## config.mk

```make
export PLATFORM = sky130hd
export DESIGN_NAME = swap_seq
export DESIGN_NICKNAME = d
export VERILOG_FILES = /design/src/rtl/swap_seq_pkg.sv /design/src/rtl/swap_seq_addr.sv /design/src/rtl/swap_seq_ctrl.sv /design/src/rtl/swap_seq.sv
export SDC_FILE = /design/constraint.sdc
export NUM_CORES = 1
export LEC_CHECK = 0
export ABC_AREA = 1
export BUFFER_PORTS_ARGS = -buffer_cell sky130_fd_sc_hd__buf_4
export CORE_AREA = 5 5 85 87
export CTS_CLUSTER_SIZE = 40
export DETAILED_ROUTE_END_ITERATION = 10
export DIE_AREA = 0 0 90 92
export SLEW_MARGIN = 15
export SYNTH_ARGS = -nofsm -noshare
export SYNTH_HDL_FRONTEND = slang
export SYNTH_SLANG_ARGS = --single-unit
```

## constraint.sdc

```tcl
create_clock -name clk -period 3.4 [get_ports clk]
set_input_delay 0.85 -clock clk [delete_from_list [all_inputs] [get_ports clk]]
set_output_delay 0.85 -clock clk [all_outputs]
set_load 0.05 [all_outputs]
```

## src/rtl/swap_seq_pkg.sv

```systemverilog
package swap_seq_pkg;
  localparam int CMD_W   = 12;
  localparam int FIELD_W = 3;

  typedef enum logic [1:0] {ST_IDLE, ST_ISSUE, ST_GO, ST_WAIT} seq_st_t;

  // bit 11 write, bit 9 interrupt enable, bits 8:6 field, drive bits zero
  function automatic logic [CMD_W-1:0] make_cmd(input logic wr,
                                                input logic [FIELD_W-1:0] fld);
    logic [CMD_W-1:0] c;
    c = '0;
    c[11]  = wr;
    c[9]   = 1'b1;
    c[8:6] = fld;
    return c;
  endfunction
endpackage

```

## src/rtl/swap_seq_addr.sv

```systemverilog
module swap_seq_addr #(
  parameter int TRK_W     = 12,
  parameter int SEC_BITS  = 4,
  parameter int WORD_BITS = 8
) (
  input  logic                          clk,
  input  logic                          rst_n,
  input  logic                          sec_clr,
  input  logic                          sec_adv,
  input  logic [TRK_W-1:0]              track,
  output logic                          last_sec,
  output logic [TRK_W-1:0]              dsk_addr,
  output logic [SEC_BITS+WORD_BITS-1:0] mem_addr
);
  localparam int MEM_W = SEC_BITS + WORD_BITS;

  logic [SEC_BITS-1:0] sec;

  function automatic logic [TRK_W-1:0] sector_addr(input logic [TRK_W-1:0] t,
                                                    input logic [SEC_BITS-1:0] s);
    return t + {{(TRK_W-SEC_BITS){1'b0}}, s};
  endfunction

  function automatic logic [MEM_W-1:0] sector_base(input logic [SEC_BITS-1:0] s);
    return {s, {WORD_BITS{1'b0}}};
  endfunction

  always_ff @(posedge clk or negedge rst_n) begin
    if (!rst_n)       sec <= '0;
    else if (sec_clr) sec <= '0;
    else if (sec_adv) sec <= sec + 1'b1;  // wraps to zero after the last sector
  end

  assign last_sec = (sec == {SEC_BITS{1'b1}});
  assign dsk_addr = sector_addr(track, sec);
  assign mem_addr = sector_base(sec);
endmodule

```

## src/rtl/swap_seq_ctrl.sv

```systemverilog
module swap_seq_ctrl
  import swap_seq_pkg::*;
#(
  parameter int TRK_W = 12
) (
  input  logic               clk,
  input  logic               rst_n,
  input  logic               start,
  input  logic               start_wr,
  input  logic [TRK_W-1:0]   start_track,
  input  logic [FIELD_W-1:0] start_field,
  input  logic               chain_req,
  input  logic [TRK_W-1:0]   chain_track,
  input  logic [FIELD_W-1:0] chain_field,
  input  logic               dsk_done,
  input  logic               dsk_err,
  input  logic               last_sec,
  output logic               cur_wr,
  output logic [TRK_W-1:0]   cur_track,
  output logic [FIELD_W-1:0] cur_field,
  output logic               go,
  output logic               busy,
  output logic               done,
  output logic               err,
  output logic               sec_clr,
  output logic               sec_adv,
  output logic               evt_accept,
  output logic               evt_chain
);
  seq_st_t             st;
  logic                pend;
  logic [TRK_W-1:0]    pend_track;
  logic [FIELD_W-1:0]  pend_field;
  logic                evt_good, evt_bad, evt_fin;

  assign evt_accept = (st == ST_IDLE) && start;
  assign evt_good   = (st == ST_WAIT) && dsk_done && !dsk_err;
  assign evt_bad    = (st == ST_WAIT) && dsk_done && dsk_err;
  assign evt_fin    = evt_good && last_sec;
  assign evt_chain  = evt_fin && cur_wr && pend;

  assign sec_clr = evt_accept || evt_bad;
  assign sec_adv = evt_good;
  assign go      = (st == ST_GO);
  assign busy    = (st != ST_IDLE);

  always_ff @(posedge clk or negedge rst_n) begin
    if (!rst_n) begin
      st         <= ST_IDLE;
      done       <= 1'b0;
      err        <= 1'b0;
      cur_wr     <= 1'b0;
      cur_track  <= '0;
      cur_field  <= '0;
      pend       <= 1'b0;
      pend_track <= '0;
      pend_field <= '0;
    end else begin
      done <= 1'b0;
      err  <= 1'b0;
      unique case (st)
        ST_IDLE: if (start) begin
          cur_wr     <= start_wr;
          cur_track  <= start_track;
          cur_field  <= start_field;
          pend       <= start_wr && chain_req;
          pend_track <= chain_track;
          pend_field <= chain_field;
          st         <= ST_ISSUE;
        end
        ST_ISSUE: st <= ST_GO;
        ST_GO:    st <= ST_WAIT;
        ST_WAIT: if (dsk_done) begin
          if (dsk_err) begin
            err <= 1'b1;
            st  <= ST_IDLE;
          end else if (!last_sec) begin
            st <= ST_ISSUE;
          end else if (cur_wr && pend) begin
            cur_wr    <= 1'b0;
            cur_track <= pend_track;
            cur_field <= pend_field;
            pend      <= 1'b0;
            st        <= ST_ISSUE;
          end else begin
            done <= 1'b1;
            st   <= ST_IDLE;
          end
        end
        default: st <= ST_IDLE;
      endcase
    end
  end
endmodule

```

## src/rtl/swap_seq.sv

```systemverilog
module swap_seq
  import swap_seq_pkg::*;
#(
  parameter int TRK_W     = 12,
  parameter int SEC_BITS  = 4,
  parameter int WORD_BITS = 8
) (
  input  logic                          clk,
  input  logic                          rst_n,
  input  logic                          start,
  input  logic                          start_wr,
  input  logic [TRK_W-1:0]              start_track,
  input  logic [FIELD_W-1:0]            start_field,
  input  logic                          chain_req,
  input  logic [TRK_W-1:0]              chain_track,
  input  logic [FIELD_W-1:0]            chain_field,
  input  logic                          dsk_done,
  input  logic                          dsk_err,
  output logic [CMD_W-1:0]              cmd,
  output logic [TRK_W-1:0]              dsk_addr,
  output logic [SEC_BITS+WORD_BITS-1:0] mem_addr,
  output logic                          go,
  output logic                          busy,
  output logic                          done,
  output logic                          err
);
  logic               cur_wr;
  logic [TRK_W-1:0]   cur_track;
  logic [FIELD_W-1:0] cur_field;
  logic               last_sec, sec_clr, sec_adv;
  logic               evt_accept, evt_chain;

  swap_seq_ctrl #(.TRK_W(TRK_W)) i_ctrl (
    .clk(clk), .rst_n(rst_n), .start(start), .start_wr(start_wr),
    .start_track(start_track), .start_field(start_field),
    .chain_req(chain_req), .chain_track(chain_track), .chain_field(chain_field),
    .dsk_done(dsk_done), .dsk_err(dsk_err), .last_sec(last_sec),
    .cur_wr(cur_wr), .cur_track(cur_track), .cur_field(cur_field),
    .go(go), .busy(busy), .done(done), .err(err),
    .sec_clr(sec_clr), .sec_adv(sec_adv),
    .evt_accept(evt_accept), .evt_chain(evt_chain)
  );

  swap_seq_addr #(.TRK_W(TRK_W), .SEC_BITS(SEC_BITS), .WORD_BITS(WORD_BITS)) i_addr (
    .clk(clk), .rst_n(rst_n), .sec_clr(sec_clr), .sec_adv(sec_adv),
    .track(cur_track), .last_sec(last_sec),
    .dsk_addr(dsk_addr), .mem_addr(mem_addr)
  );

  assign cmd = make_cmd(cur_wr, cur_field);
endmodule

```

-- Word level (Yosys, flattened, before mapping)
Cells that the tools add are included.
- output and inout port bits: 40
- bits in registers: 40
- logic and storage cells: 72
- $add $sub $neg: 2
- multiplexer cells: 36
- equality and inequality tests: 9
- reduce and logical (&&, ||, !) cells: 15
- operators by type and width (operator ; number):
    two-way mux 12 bit ; 5
    one-hot mux 12 bit (2 select lines) ; 1
    two-way mux 1 bit ; 15
    two-way mux 3 bit ; 5
    adder 12 x 4 -> 12 bit ; 1
    two-way mux 2 bit ; 4
    two-way mux 4 bit ; 2
    inequality test 2 bit (second input constant) ; 4
    one-hot mux 2 bit (4 select lines) ; 1
    logical AND 1 bit ; 6
    one-hot mux 3 bit (2 select lines) ; 1
    AND reduction 6 bit ; 1
    nonzero test 2 bit ; 3
    adder 4 x 1 -> 4 bit (second input constant) ; 1
    equality test 2 bit (second input constant) ; 2
    equality test 4 bit (second input constant) ; 1
    one-hot mux 1 bit (2 select lines) ; 2
    AND reduction 2 bit ; 2
    equality test 2 x 1 -> 1 bit (second input constant) ; 1
    logical NOT 2 bit ; 1
    inequality test 2 x 1 -> 1 bit (second input constant) ; 1
    logical NOT 1 bit ; 1
    logical OR 1 bit ; 1

-- Logic depth before layout (Yosys ltp)
Gate-level depths: netlist (run 1).
- depth in word-level cells: 6
- gate-level depth with buffers: 10
- gate-level depth less buffers: 9

-- By module
From an unflattened synthesis (run 1), not the netlist that was laid out.
- cells, all modules: 353
- area, all modules: 2497.4 µm²
- modules (own cells, without submodules) (module ; area an instance (µm²) ; instances ; cells each):
    swap_seq_ctrl ; 1727.9 ; 1 ; 228
    swap_seq_addr ; 694.4 ; 1 ; 114
    swap_seq ; 75.1 ; 1 ; 11

-- Worst setup path before layout (run 1)
No wires, ideal clock.
- path type: flip-flop to output port
- start point: register i_addr.sec[0]
- end point: output port dsk_addr[4]
- cell stages (with the launch flop): 6
- path slack: 0.027 ns
- required time: 2.550 ns
- arrival time: 2.523 ns
- cells stage by stage: dfrtp_1 > ha_1 > inv_1 > fa_1 > o21ai_1 > xor2_1
- word-level cells in the longest chain between the ends: 1
- RTL lines (item ; RTL line ; RTL):
    start, declared ; swap_seq_addr.sv:17 ; logic [SEC_BITS-1:0] sec;
    start signal, assigned ; swap_seq_addr.sv:31 ; else if (sec_adv) sec <= sec + 1'b1;
    adder 12 x 4 -> 12 bit ; swap_seq_addr.sv:21 ; return t + {{(TRK_W-SEC_BITS){1'b0}}, s};
    end, declared ; swap_seq.sv:20 ; output logic [TRK_W-1:0] dsk_addr,
Every way passes these cells.

-- Worst setup path after layout (run 1)
- start point: register i_addr.sec[0]
- end point: output port dsk_addr[10]
The elaborated chain is that of the path after synthesis.

==> metrics.yaml, run 1 <==
status: "finished clean"
fin_ws_ps: 385
crit_required_ps: 2550
critPathArrivalTime_ps: 2170
clk_pin_slew_ps: 70
vias: 2085
synth_most_common_cell: "nand2_1"
place_hpwl_um: 4240
row_count: 29
yosys.area_share.simple: 0.319
pin_count: 77
cp-end-kind: "output port"
top_layer_used: "met4"
synth_top_family_by_area: "simple AND/OR/NAND/NOR gates"
rrSetupSlack_ps: 1270
period_share: 0.887
viasPerCell: 4.61
tightest_slew_ps: 709
hold_end: "i_ctrl.pend"
ctsResizeCount: 0
ctsHtreeMaxLevel: 2
maxCapViolations: 0
wl_met1_um: 2430
crit_type: "reg -> out"
placeableCoreArea_sq_mm: 0.00628
grt_overflow_total: 0
hold_viol_final: 0
drt_iter0_markers: 78
grt_max_degree: 41
die_h_um: 92
synth.area.mux_share: 0.0690
drt-total-wl_um: 5390
cts_tree: "yes"
grt_pass1_wl_um: 9290
seq_area_frac_synth: 0.409
place_congestion: 0.792
min_from: "i_ctrl.pend"
cts_num_sinks: 40
dr_wl_met2_um: 2470
finClkSkew_ps: 6.11
hp-class: "reg -> reg"
cts-root-buf: "clkbuf_8"
initial_core_util: 0.390
clock_path_buffers: 2
ys_warn_count: 0
power.leakage_nw: 1.69
max_freq_ghz: 0.332
cp-startpoint: "i_addr.sec[0]"
antenna_found_initial: 0
synth_top_area_cell: "dfrtp_1"
cp_max_fo: 7
rsz0062_at_grt: "false"
whs_path_depth: 2
port_buffers: 60
place_ws_ps: 507
reg2reg_from: "i_ctrl.st[0]"
synth_flop_cell: "dfrtp_1"
reg2reg_to: "i_ctrl.cur_track[2]"
final_max_slew_viol_count: 0
dieArea_sq_mm: 0.00828
fin_crit_ps: 3020
drive_above_1_share: 0.245
synth_edf_count: 0
numCtsBuffers: 5
antenna_cells: 0
met3_length_um: 395
avgSynthCellArea_sq_um: 7.72
wire_per_inst_um: 11.9
hold_buffers: 0
synthAdderAreaFrac: 0.0542
firstDrtPassIters: 5
powerDensity_mw_per_mm2: 1040
synth_common_cells: "127 x nand2_1, 40 x dfrtp_1, 32 x nand3_1"
final_util: 0.479
grt_pass1_vias: 2081
ant_nets: 0
worst_setup_path_start_kind: "flop"
setup_tns_ps: 0
die_x_um: 90
worst_r2r_path_depth: 7
synth.area.top_cells: "dfrtp_1 41%, nand2_1 19%, mux2_2 6.9%, nand3_1 6.5%, buf_4 5.8%"
netlist_area_sq_mm: 0.00245
track_usage: 0.134
insertion_delay_ps: 290
synth_xor_area_frac: 0.0107
nNetsFinal: 421
yosys.area.top_type_share: 0.409
synthToLayoutAreaGrowth_pct: 22.9
ir_worst_vdd_mv: 0.569
post_cts_buffers: 0
fillers: 630
slew_headroom: 0.527
ys_ff_latch: 40
final-setup-viol-count: 0
synthArstFlopShare: 1.00
drcViolationCount: 0
synth_compound_area_frac: 0.0225
syn_inst: 317
synth_cell_types: 28
flip-flops by register name, indices dropped and copies added, names as in the netlist, 2 cells and up:
register / count
i_ctrl.cur_field: 3
i_ctrl.cur_track: 12
i_ctrl.st: 2
i_addr.sec: 4
i_ctrl.pend_track: 12
i_ctrl.pend_field: 3
report_power, final:
group          leakage [nW]  internal [W]  total [W]  switching (W)
Clock                0.0645      0.000259   0.000419       0.000160
Sequential            0.494      0.000699   0.000862       0.000163
Combinational          1.14      0.000599    0.00185        0.00126
Total                  1.69       0.00156    0.00314        0.00158
worst max-delay path, stage by stage (launching register included):
cell	delay, ps
dfrtp_1	400
ha_1	220
inv_1	70
fa_1	420
o21ai_2	350
nand3_1	120
nand2_1	80
nand2_1	40
buf_4	180
metal layers:
metal,vias to the layer above,global-route usage
li1,1084,-
met1,931,0.162
met2,59,0.221
met3,11,0.0458
met4,0,0.0459
met5,-,0
per-stage QoR:
step / instance area [sq um] / instances / hold slack (ps) / total power [W]
floorplan: 2500 / 331 / 442 / 0.00229
global placement: 2880 / 444 / 455 / 0.00271
detailed placement: 2880 / 444 / 462 / 0.00275
CTS: 3000 / 452 / 481 / 0.00317
global route: 3010 / 452 / 496 / 0.00339
finish: 3010 / 452 / 473 / 0.00314
worst max-delay path by stage:
| stage | end | cells past startpoint | slack (ps) |
|---|---|---|---|
| after floorplan | dsk_addr[4] | 5 | 30 |
| after global placement | dsk_addr[10] | 7 | 560 |
| after detailed placement | dsk_addr[10] | 8 | 510 |
| after CTS | dsk_addr[10] | 8 | 180 |
| after global routing | dsk_addr[8] | 7 | 180 |
| final | dsk_addr[10] | 8 | 380 |
kinds of logic after synthesis:
kind of cell,after synthesis
and+or+nand+nor,185
DFF,40
muxes,15
AOI/OAI and AO/OA,11
adders and majority gates,10
other,2
xor gates and xnor gates,3
buffers and inverters,51
placed cells by master (no fill, tap or decap):
cell	count
mux2_2	15
conb_1	16
nand3b_1	2
nor3_1	1
nor2_2	1
xor2_1	2
nand3_1	32
or2_2	1
nand2_4	2
o21ai_0	7
nand4_1	2
inv_1	25
o21ai_2	1
nor2_1	12
and3_1	1
nand2_1	127
clkinv_1	1
nor4_1	1
fa_1	1
clkbuf_8	7
nand2_2	3
ha_1	9
buf_4	61
bufinv_16	1
a21oi_1	3
dfrtp_1	40
xnor2_1	1
final cells by class:
cell class              count  area (sq um)  area share
multi-input cells         240          1230       0.408
flip-flops and latches     40          1000       0.333
clock buffers               7          96.3      0.0320
clock inverters             1          30.0     0.00999
repair buffers             61           458       0.152
well taps                  77          96.3      0.0320
inverters                  26          97.6      0.0325
Power figures use the tool's default switching activity.
==> run 2: changes to the inputs <==
--- a/config.mk
+++ b/config.mk
@@ -7,10 +7,10 @@
 export LEC_CHECK = 0
 export ABC_AREA = 1
 export BUFFER_PORTS_ARGS = -buffer_cell sky130_fd_sc_hd__buf_4
-export CORE_AREA = 5 5 85 87
+export CORE_AREA = 5 5 105 107
 export CTS_CLUSTER_SIZE = 40
 export DETAILED_ROUTE_END_ITERATION = 10
-export DIE_AREA = 0 0 90 92
+export DIE_AREA = 0 0 110 112
 export SLEW_MARGIN = 15
 export SYNTH_ARGS = -nofsm -noshare
 export SYNTH_HDL_FRONTEND = slang
==> metrics.yaml, run 2 (synthesis results as in run 1) <==
status: "finished clean"
grt_pass1_vias: 2168  # +4.2%
slew_headroom: 0.531  # +0.00390
numCtsBuffers: 5  # unchanged
drt-total-wl_um: 5920  # +9.7%
rsz0062_at_grt: "false"
die_x_um: 110  # +22%
hold_viol_final: 0  # unchanged
wire_per_inst_um: 11.6  # -2.9%
pin_count: 77  # unchanged
final_cell_mix: "127 x nand2_1, 61 x buf_4, 40 x dfrtp_1"
min_from: "i_ctrl.pend"
final_max_slew_viol_count: 0  # unchanged
power.leakage_nw: 1.68  # -1.1%
grt_pass1_wl_um: 10100  # +8.6%
antenna_cells: 0  # unchanged
cts_num_sinks: 40  # unchanged
vias: 2083  # -0.096%
initial_core_util: 0.244  # -0.146
period_share: 0.896  # +0.00924
hp-class: "reg -> reg"
clk_pin_slew_ps: 70  # about the same
grt_max_degree: 41  # unchanged
ant_nets: 0  # unchanged
placeableCoreArea_sq_mm: 0.0100  # +60%
finClkSkew_ps: 3.18  # -2.93 ps
reg2reg_from: "i_ctrl.st[0]"
ir_worst_vdd_mv: 0.489  # -14%
synthToLayoutAreaGrowth_pct: 24.4
grt_overflow_total: 0  # unchanged
die_h_um: 112  # +22%
place_ws_ps: 452  # -54.9 ps
cp-end-kind: "output port"
place_hpwl_um: 4850  # +14%
post_cts_buffers: 0  # unchanged
drcViolationCount: 0  # unchanged
antenna_found_initial: 0  # unchanged
cp-startpoint: "i_addr.sec[0]"
place_area_sq_mm: 0.00295  # +2.6%
cp_max_fo: 7  # unchanged
place_congestion: 0.776  # -2.0%
final_area_sq_mm: 0.00304  # +1.2%
dieArea_sq_mm: 0.0123  # +49%
crit_type: "reg -> out"
tightest_slew_ps: 703  # -5.85 ps
max_freq_ghz: 0.328  # -1.0%
final-setup-viol-count: 0  # unchanged
fin_crit_ps: 3050  # +31.4 ps
port_buffers: 60  # unchanged
setup_tns_ps: 0  # unchanged
final_common_cell: "nand2_1"
drt_iter0_markers: 61  # -22%
maxCapViolations: 0  # unchanged
cts-root-buf: "clkbuf_8"
drive_above_1_share: 0.240  # -0.00533
nNetsFinal: 421  # unchanged
cts_tree: "yes"
critPathArrivalTime_ps: 2200  # +30 ps
clock_path_buffers: 2  # unchanged
firstDrtPassIters: 4  # -1
ctsResizeCount: 0  # unchanged
powerDensity_mw_per_mm2: 1000  # -3.7%
ctsHtreeMaxLevel: 2  # unchanged
fin_ws_ps: 354  # -31.4 ps
worst_setup_path_start_kind: "flop"
insertion_delay_ps: 290  # about the same
reg_top3: "i_ctrl.cur_track: 12 flops, i_ctrl.pend_track: 12 flops, i_addr.sec: 4 flops"
row_count: 37  # +28%
viasPerCell: 4.08  # -12%
hold_buffers: 0  # unchanged
track_usage: 0.101  # -0.0324
crit_required_ps: 2550  # about the same
==> run 2: changes by cell type in the layout (fill, tap and decap cells not counted) <==
cell / previous run / this run
clkbuf_8: 7 / 6
bufinv_16: 1 / 0
clkbuf_1: 0 / 2
==> run 2: worst max-delay path, cell delays in order (launching register included) <==
cell and delay (ps):
dfrtp_1 400, ha_1 230, inv_1 70, fa_1 410, o21ai_2 380, nand3_1 110, nand2_1 80, nand2_1 50
buf_4 180
==> run 2: cell type report <==
type,count,area (sq um)
clock buffers,8,90.1
inverters,26,97.6
repair buffers,61,458
multi-input cells,240,1230
well taps,136,170
fillers,1109,7000
flip-flops and latches,40,1000
==> run 2: path summary, 6_finish.rpt <==
path / slack, ps / depth (start not counted) / end
max reg2reg: 1290 / 7 / i_ctrl.cur_track[1]
min reg2reg: 480 / 2 / i_ctrl.pend
min in group asynchronous: 520 / 1 / i_ctrl.cur_track[9]
min: 480 / 2 / i_ctrl.pend
max: 350 / 8 / dsk_addr[10]
max in group asynchronous: 2510 / 1 / i_ctrl.pend_field[1]
==> run 2: per-stage QoR <==
step,instances,total power (W),hold WS (ps),util
global route,511,0.00335,497,0.303
detailed placement,503,0.00279,459,0.294
floorplan,331,0.00229,442,-
finish,511,0.00306,476,0.303
global placement,503,0.00274,453,0.294
CTS,511,0.00311,478,0.303
==> run 2: layer usage <==
metal	track usage	vias up	wire (um)
met3	0.0255	11	333
met1	0.127	929	2610
met5	0	-	0
met4	0.0349	0	136
met2	0.166	64	2840
li1	-	1079	-
==> run 2: power by group <==
part	internal (W)	switching (W)	leakage [nW]	total [W]
Sequential	0.000699	0.000164	0.494	0.000864
Combinational	0.000602	0.00127	1.14	0.00187
Clock	0.000165	0.000153	0.0455	0.000319
Total	0.00147	0.00159	1.68	0.00306
